File: src/rtl/rxf_pkg.sv
package rxf_pkg;
  typedef enum logic [1:0] {
    ST_HUNT,
    ST_ADDR,
    ST_PAY,
    ST_CHK
  } rxf_state_e;
endpackage

File: src/rtl/rxf_preamble_det.sv
module rxf_preamble_det #(
  parameter int unsigned PRE_LEN = 8
) (
  input  logic clk,
  input  logic rst_n,
  input  logic clear,
  input  logic take,
  input  logic bit_i,
  output logic hit_o
);
  localparam int unsigned RUN_W = $clog2(PRE_LEN + 1);

  logic [RUN_W-1:0] run_q, run_nxt;
  logic             last_q;

  // length of the alternating run that ends with bit_i
  always_comb begin
    if (run_q == '0)
      run_nxt = RUN_W'(1);
    else if (bit_i != last_q)
      run_nxt = (run_q == RUN_W'(PRE_LEN)) ? run_q : run_q + RUN_W'(1);
    else
      run_nxt = RUN_W'(1);
  end

  assign hit_o = take && (run_nxt == RUN_W'(PRE_LEN));

  always_ff @(posedge clk or negedge rst_n) begin
    if (!rst_n) begin
      run_q  <= '0;
      last_q <= 1'b0;
    end else if (clear) begin
      run_q  <= '0;
    end else if (take) begin
      run_q  <= run_nxt;
      last_q <= bit_i;
    end
  end
endmodule

File: src/rtl/rxf_crc_lane.sv
module rxf_crc_lane #(
  parameter int unsigned    W      = 16,
  parameter logic [W-1:0]   POLY   = '1,
  parameter logic [W-1:0]   PRESET = '1
) (
  input  logic clk,
  input  logic rst_n,
  input  logic init,
  input  logic shift,
  input  logic bit_i,
  output logic zero_o
);
  logic [W-1:0] st_q, st_nxt;

  always_comb begin
    st_nxt = {st_q[W-2:0], 1'b0};
    if (st_q[W-1] ^ bit_i) st_nxt = st_nxt ^ POLY;
  end

  // remainder after feeding the received check bits is zero on a match
  assign zero_o = (st_nxt == '0);

  always_ff @(posedge clk or negedge rst_n) begin
    if (!rst_n)     st_q <= PRESET;
    else if (init)  st_q <= PRESET;
    else if (shift) st_q <= st_nxt;
  end
endmodule

File: src/rtl/rxf_payload_buf.sv
module rxf_payload_buf #(
  parameter int unsigned IDX_W = 8,
  parameter int unsigned DEPTH = (1 << IDX_W) - 1
) (
  input  logic             clk,
  input  logic             rst_n,
  input  logic             cap_shift,
  input  logic             cap_bit,
  input  logic             commit,
  input  logic [IDX_W-1:0] commit_len,
  input  logic             pay_ready,
  output logic             pay_valid,
  output logic             pay_data,
  output logic             busy_next
);
  logic [DEPTH-1:0] store_q;
  logic [IDX_W-1:0] rd_q;
  logic             pop;

  assign pop       = pay_valid && pay_ready;
  assign pay_data  = store_q[rd_q];
  assign busy_next = pay_valid && !(pay_ready && (rd_q == '0));

  always_ff @(posedge clk or negedge rst_n) begin
    if (!rst_n) begin
      store_q <= '0;
    end else if (cap_shift) begin
      store_q <= {store_q[DEPTH-2:0], cap_bit};
    end
  end

  always_ff @(posedge clk or negedge rst_n) begin
    if (!rst_n) begin
      pay_valid <= 1'b0;
      rd_q      <= '0;
    end else if (commit) begin
      pay_valid <= 1'b1;
      rd_q      <= commit_len - IDX_W'(1);
    end else if (pop) begin
      if (rd_q == '0) pay_valid <= 1'b0;
      else            rd_q      <= rd_q - IDX_W'(1);
    end
  end
endmodule

File: src/rtl/rxf_packet_filter.sv
module rxf_packet_filter
  import rxf_pkg::*;
#(
  parameter int unsigned ADDR_MAX  = 40,
  parameter int unsigned ADDR_MIN  = 8,
  parameter int unsigned PW_W      = 8,
  parameter int unsigned PRE_LEN   = 8,
  parameter logic [15:0] CRC16_POLY = 16'h1021,
  parameter logic [15:0] CRC16_INIT = 16'hFFFF,
  parameter logic [7:0]  CRC8_POLY  = 8'h07,
  parameter logic [7:0]  CRC8_INIT  = 8'hFF
) (
  input  logic                            clk,
  input  logic                            rst_n,
  input  logic                            rx_enable,
  input  logic                            bit_valid,
  input  logic                            bit_data,
  input  logic [ADDR_MAX-1:0]             cfg_addr,
  input  logic [$clog2(ADDR_MAX+1)-1:0]   cfg_addr_bits,
  input  logic [PW_W-1:0]                 cfg_payload_bits,
  input  logic                            cfg_crc_on,
  input  logic                            cfg_crc_wide,
  output logic                            pay_valid,
  output logic                            pay_data,
  input  logic                            pay_ready
);
  localparam int unsigned AW_W  = $clog2(ADDR_MAX + 1);
  localparam int unsigned CNT_W = PW_W;

  rxf_state_e        st_q;
  logic [CNT_W-1:0]  cnt_q;
  logic [AW_W-1:0]   aw_q, aw_eff, exp_idx;
  logic [PW_W-1:0]   pw_q, pw_eff;
  logic              crc_on_q, crc_wide_q;

  logic take, hit, start, busy_next, det_clear;
  logic addr_ok, crc_last, crc_zero, z16, z8;
  logic cap_shift, commit, crc_shift;

  assign take = bit_valid && rx_enable;

  always_comb begin
    if (cfg_addr_bits > AW_W'(ADDR_MAX))      aw_eff = AW_W'(ADDR_MAX);
    else if (cfg_addr_bits < AW_W'(ADDR_MIN)) aw_eff = AW_W'(ADDR_MIN);
    else                                      aw_eff = cfg_addr_bits;
    pw_eff = (cfg_payload_bits == '0) ? PW_W'(1) : cfg_payload_bits;
  end

  assign det_clear = (st_q != ST_HUNT) || !rx_enable || start;

  rxf_preamble_det #(.PRE_LEN(PRE_LEN)) u_pre (
    .clk   (clk),
    .rst_n (rst_n),
    .clear (det_clear),
    .take  (take && (st_q == ST_HUNT)),
    .bit_i (bit_data),
    .hit_o (hit)
  );

  assign start = hit && !busy_next;

  assign exp_idx  = AW_W'(aw_q - AW_W'(1) - cnt_q[AW_W-1:0]);
  assign addr_ok  = (bit_data == cfg_addr[exp_idx]);
  assign crc_last = crc_wide_q ? (cnt_q == CNT_W'(15)) : (cnt_q == CNT_W'(7));
  assign crc_zero = crc_wide_q ? z16 : z8;

  assign crc_shift = take && (st_q != ST_HUNT);
  assign cap_shift = take && (st_q == ST_PAY);
  assign commit    = take && (((st_q == ST_PAY) && (cnt_q == pw_q - PW_W'(1)) && !crc_on_q) ||
                              ((st_q == ST_CHK) && crc_last && crc_zero));

  rxf_crc_lane #(.W(16), .POLY(CRC16_POLY), .PRESET(CRC16_INIT)) u_crc16 (
    .clk(clk), .rst_n(rst_n), .init(start), .shift(crc_shift), .bit_i(bit_data), .zero_o(z16)
  );

  rxf_crc_lane #(.W(8), .POLY(CRC8_POLY), .PRESET(CRC8_INIT)) u_crc8 (
    .clk(clk), .rst_n(rst_n), .init(start), .shift(crc_shift), .bit_i(bit_data), .zero_o(z8)
  );

  rxf_payload_buf #(.IDX_W(PW_W)) u_buf (
    .clk        (clk),
    .rst_n      (rst_n),
    .cap_shift  (cap_shift),
    .cap_bit    (bit_data),
    .commit     (commit),
    .commit_len (pw_q),
    .pay_ready  (pay_ready),
    .pay_valid  (pay_valid),
    .pay_data   (pay_data),
    .busy_next  (busy_next)
  );

  always_ff @(posedge clk or negedge rst_n) begin
    if (!rst_n) begin
      st_q       <= ST_HUNT;
      cnt_q      <= '0;
      aw_q       <= AW_W'(ADDR_MIN);
      pw_q       <= PW_W'(1);
      crc_on_q   <= 1'b0;
      crc_wide_q <= 1'b0;
    end else if (!rx_enable) begin
      st_q  <= ST_HUNT;
      cnt_q <= '0;
    end else begin
      unique case (st_q)
        ST_HUNT: if (start) begin
          st_q       <= ST_ADDR;
          cnt_q      <= '0;
          aw_q       <= aw_eff;
          pw_q       <= pw_eff;
          crc_on_q   <= cfg_crc_on;
          crc_wide_q <= cfg_crc_wide;
        end
        ST_ADDR: if (take) begin
          if (!addr_ok) begin
            st_q  <= ST_HUNT;
            cnt_q <= '0;
          end else if (cnt_q == CNT_W'(aw_q - AW_W'(1))) begin
            st_q  <= ST_PAY;
            cnt_q <= '0;
          end else begin
            cnt_q <= cnt_q + CNT_W'(1);
          end
        end
        ST_PAY: if (take) begin
          if (cnt_q == pw_q - PW_W'(1)) begin
            st_q  <= crc_on_q ? ST_CHK : ST_HUNT;
            cnt_q <= '0;
          end else begin
            cnt_q <= cnt_q + CNT_W'(1);
          end
        end
        ST_CHK: if (take) begin
          if (crc_last) begin
            st_q  <= ST_HUNT;
            cnt_q <= '0;
          end else begin
            cnt_q <= cnt_q + CNT_W'(1);
          end
        end
        default: st_q <= ST_HUNT;
      endcase
    end
  end
endmodule

File: config.mk
export PLATFORM = sky130hd
export DESIGN_NAME = rxf_packet_filter
export DESIGN_NICKNAME = d
export VERILOG_FILES = /design/src/rtl/rxf_pkg.sv /design/src/rtl/rxf_preamble_det.sv /design/src/rtl/rxf_crc_lane.sv /design/src/rtl/rxf_payload_buf.sv /design/src/rtl/rxf_packet_filter.sv
export SDC_FILE = /design/constraint.sdc
export NUM_CORES = 1
export LEC_CHECK = 0
export ABC_AREA = 1
export BUFFER_PORTS_ARGS = -buffer_cell sky130_fd_sc_hd__clkbuf_2
export CAP_MARGIN = 25
export CORE_MARGIN = 8
export CORE_UTILIZATION = 40
export CTS_CLUSTER_SIZE = 24
export DETAILED_ROUTE_END_ITERATION = 6
export GPL_ROUTABILITY_DRIVEN = 0
export GPL_TIMING_DRIVEN = 0
export PLACE_DENSITY_LB_ADDON = 0.2
export SLEW_MARGIN = 5
export SYNTH_ARGS = -nofsm -noshare
export SYNTH_HDL_FRONTEND = slang
export SYNTH_SLANG_ARGS = --single-unit
export TNS_END_PERCENT = 20
File: constraint.sdc
create_clock -name clk -period 5.5 [get_ports clk]
set_clock_uncertainty 0.2 [all_clocks]
set_input_delay 1.1 -clock clk [delete_from_list [all_inputs] [get_ports clk]]
set_output_delay 1.1 -clock clk [all_outputs]
set_load 0.05 [all_outputs]
==> results.cfg <==
[setup_path]
crit_end = pay_data
worst-path-max-fanout = 10
path_class = reg -> out
r2r-start = u_buf.rd_q[0]$_DFFE_PN0P_
r2r_setup_slack_ps = 1780
critical_path_required_ps = 4200
reg2reg_depth = 11
worst_setup_path_start_kind = flop
cp.arrival_ps = 3760
setup.worst_path.end_class = output pin
path_cells = inv_2, nor2_1, clkbuf_1, o21ai_0, nand4_1, nand3_1, nand4_1, nand3_1, nand2_1, clkbuf_2
slowest_stage = nor2_1
timing.rr.end = aw_q[4]$_DFFE_PN0P_
cp-startpoint = u_buf.rd_q[2]$_DFFE_PN0P_
cp_slowest_stage_delay_ps = 810

[synth]
yosys.area.top_type_share_pct = 45.7
syn_area_um2 = 16000
ys_seq_elements = 319
async_flop_share_pct = 100
ys_types = 49
synthTopCellsByArea = dfrtp_1, o21ai_0, nand2_1, a21oi_1, inv_1
synthFlopType = dfrtp_1
ys_warn_count = 0
synth_compound_gate_area_share_pct = 18.5
synth-edff-count = 0
synth_fp_nets = 2082
avgSynthCellArea_um2 = 8.00
synthAdderAreaFrac_pct = 1.06
synthCells = 2007
synth_xor_area_share_pct = 1.52
synth_top_family_by_area = compound AO/OA/AOI/OAI gates
synthSimpleGateAreaFrac_pct = 18.2
synth.mux.area_fraction_pct = 1.96
synth_top_area_cell = dfrtp_1
yosysSeqAreaShare_pct = 49.9

[clock_tree]
cts_buffer_depth = 3
insertion_delay_ps = 540
hold_buffers = 0
cts_root_buf = clkbuf_16
clk_pin_slew_ps = 60
cts-buffers-inserted = 36
cts_tree = built
post_cts_resize_count = 0
cts_setup_buffers = 0
htreeDepth = 2
clock_sinks = 319

[global_routing]
grt_start_max_net_pins = 102
grt_pass1_vias = 14500
antenna_found_initial = 0
overflow = 0
track_usage_pct = 22.3
grt_pass1_wl_um = 82900

[sta]
max-slew-margin-rel_pct = 19.5
grt_setup_unrepaired = false
tightest_slew_ps = 1210
finalCritPeriodShare_pct = 92.1
hold_violations = 0
layout_setup_ws_ps = 436
slew_viol_final = 0
fmaxAchievable_ghz = 0.197
finalSetupViolations = 0
layout_min_cycle_time_ps = 5060
finalHoldWorstSlack_ps = 283
setup_tns_ps = 0

[route]
wl_um = 52500
antenna_left = 0
vias = 14600
route.detailed.wl_per_inst_um = 19.7
drt_pre_antenna_iters = 7
drcViolationCount = 0
drt_iter0_drc = 1442
viasPerCell = 5.48

[layout]
fillers = 3917
n_antenna_cell = 0
drive_gt1_share_pct = 9.86
nNetsFinal = 2187
layout_common_cells = nand2_1, o21ai_0, dfrtp_1
fin_util_pct = 46.0
final_common_cell = nand2_1
syn2layout_area_growth_pct = 13.7

[die]
fp.dieArea_um2 = 46800
core_area_um2 = 39600
die_x_um = 216
num_rows = 73
ios = 64
dieHeight_um = 216
initial_utilization_pct = 40.5

[power_and_ir_drop]
internal_power_mw = 5.64
ir_worst_vdd_v = 0.000270
p_seq_share_pct = 37.5
finalPower_mw = 9.78
p_comb_share_pct = 38.5
switchingPower_mw = 4.14
cellLeakagePower_nw = 8.95
p_clk_share_pct = 24.0
p_sw_share_pct = 42.4
powerDensity_nw_per_um2 = 536

[place]
pre_cts_ws_ps = 1110
io_buffers = 63
hpwl_um = 34800

[worst_hold_path]
hold_class = reg -> reg

[run_status]
outcome = completed

[flow_run]
maxCapViolCount = 0
-- layout make-up --
| cell class | instances | area (um^2) | area share (%) |
|---|---|---|---|
| flip-flops and latches | 319 | 8020 | 43.9 |
| multi-input cells | 1324 | 6620 | 36.3 |
| clock buffers | 57 | 1070 | 5.88 |
| inverters | 244 | 918 | 5.03 |
| well taps | 525 | 657 | 3.60 |
| plain buffers | 120 | 492 | 2.69 |
| repair buffers | 67 | 422 | 2.31 |
| clock inverters | 8 | 52.6 | 0.288 |
-- metrics by stage --
stage | cells | cell area, um^2
2_1_floorplan | 2007 | 16000
3_3_place_gp | 2595 | 17000
3_5_place_dp | 2598 | 17100
4_1_cts | 2663 | 18200
5_1_grt | 2664 | 18300
6_report | 2664 | 18300
-- Yosys cell counts, drive strengths merged (2+ instances only) --
cell type    n
a21oi      236
a31oi        3
buf         40
clkbuf      80
clkinv       3
dfrtp      293
dfstp       26
ha          12
inv        241
mux2        28
nand2      374
nand3      150
nand3b       3
nand4       17
nor2       122
nor3        12
nor3b        2
nor4         5
o211ai      15
o21ai      295
o221ai      12
o22ai        2
or2          2
xnor2        5
xor2        22
-- per-layer routing --
| metal | up-vias | share of wire [%] | track usage (%) |
|---|---|---|---|
| met4 | 0 | 4.8 | 10.4 |
| li1 | 6834 | - | - |
| met5 | - | 0 | 0 |
| met3 | 176 | 7.8 | 4.57 |
| met2 | 557 | 45 | 34.8 |
| met1 | 7041 | 43 | 29.4 |
-- state kept, by name, indices dropped and copies added (netlist names), 2 cells and up --
signal,cells
aw_q,6
st_q,2
pw_q,8
cnt_q,8
u_buf.store_q,255
u_crc16.st_q,16
u_buf.rd_q,8
u_pre.run_q,4
u_crc8.st_q,8
-- power groups by stage --
stage / clock (mW) / sequential (mW) / combinational [mW]
finish: 2.34 / 3.67 / 3.77
global route: 2.47 / 3.77 / 4.11
floorplan: 0 / 3.57 / 2.32
CTS: 2.38 / 3.66 / 3.67
global placement: 0 / 3.68 / 3.58
detailed placement: 0 / 3.69 / 3.65
-- cells by family after synthesis --
group | Yosys count
flops | 319
mux | 28
buf+inv | 364
xor+xnor | 27
simple gates | 688
fa+ha+maj | 13
compound gates | 568
-- worst min-delay path by stage --
stage	from	endpoint	slack [ps]	depth (start not counted)
after floorplan	pw_q[1]$_DFFE_PN0P_	pw_q[1]$_DFFE_PN0P_	250	2
after global placement	u_buf.store_q[74]$_DFFE_PN0P_	u_buf.store_q[74]$_DFFE_PN0P_	270	2
after detailed placement	u_buf.store_q[78]$_DFFE_PN0P_	u_buf.store_q[78]$_DFFE_PN0P_	270	2
after CTS	u_buf.store_q[225]$_DFFE_PN0P_	u_buf.store_q[225]$_DFFE_PN0P_	290	2
after global routing	u_buf.store_q[94]$_DFFE_PN0P_	u_buf.store_q[94]$_DFFE_PN0P_	310	2
final	u_buf.store_q[190]$_DFFE_PN0P_	u_buf.store_q[190]$_DFFE_PN0P_	280	2
-- critical path, delay by kind of cell (launching register included) --
| family | cells | cell delay (ps) |
|---|---|---|
| simple gates | 6 | 1400 |
| flops | 1 | 440 |
| compound gates | 1 | 200 |
| buf+inv | 3 | 1160 |
(Power assumes the default switching activity.)
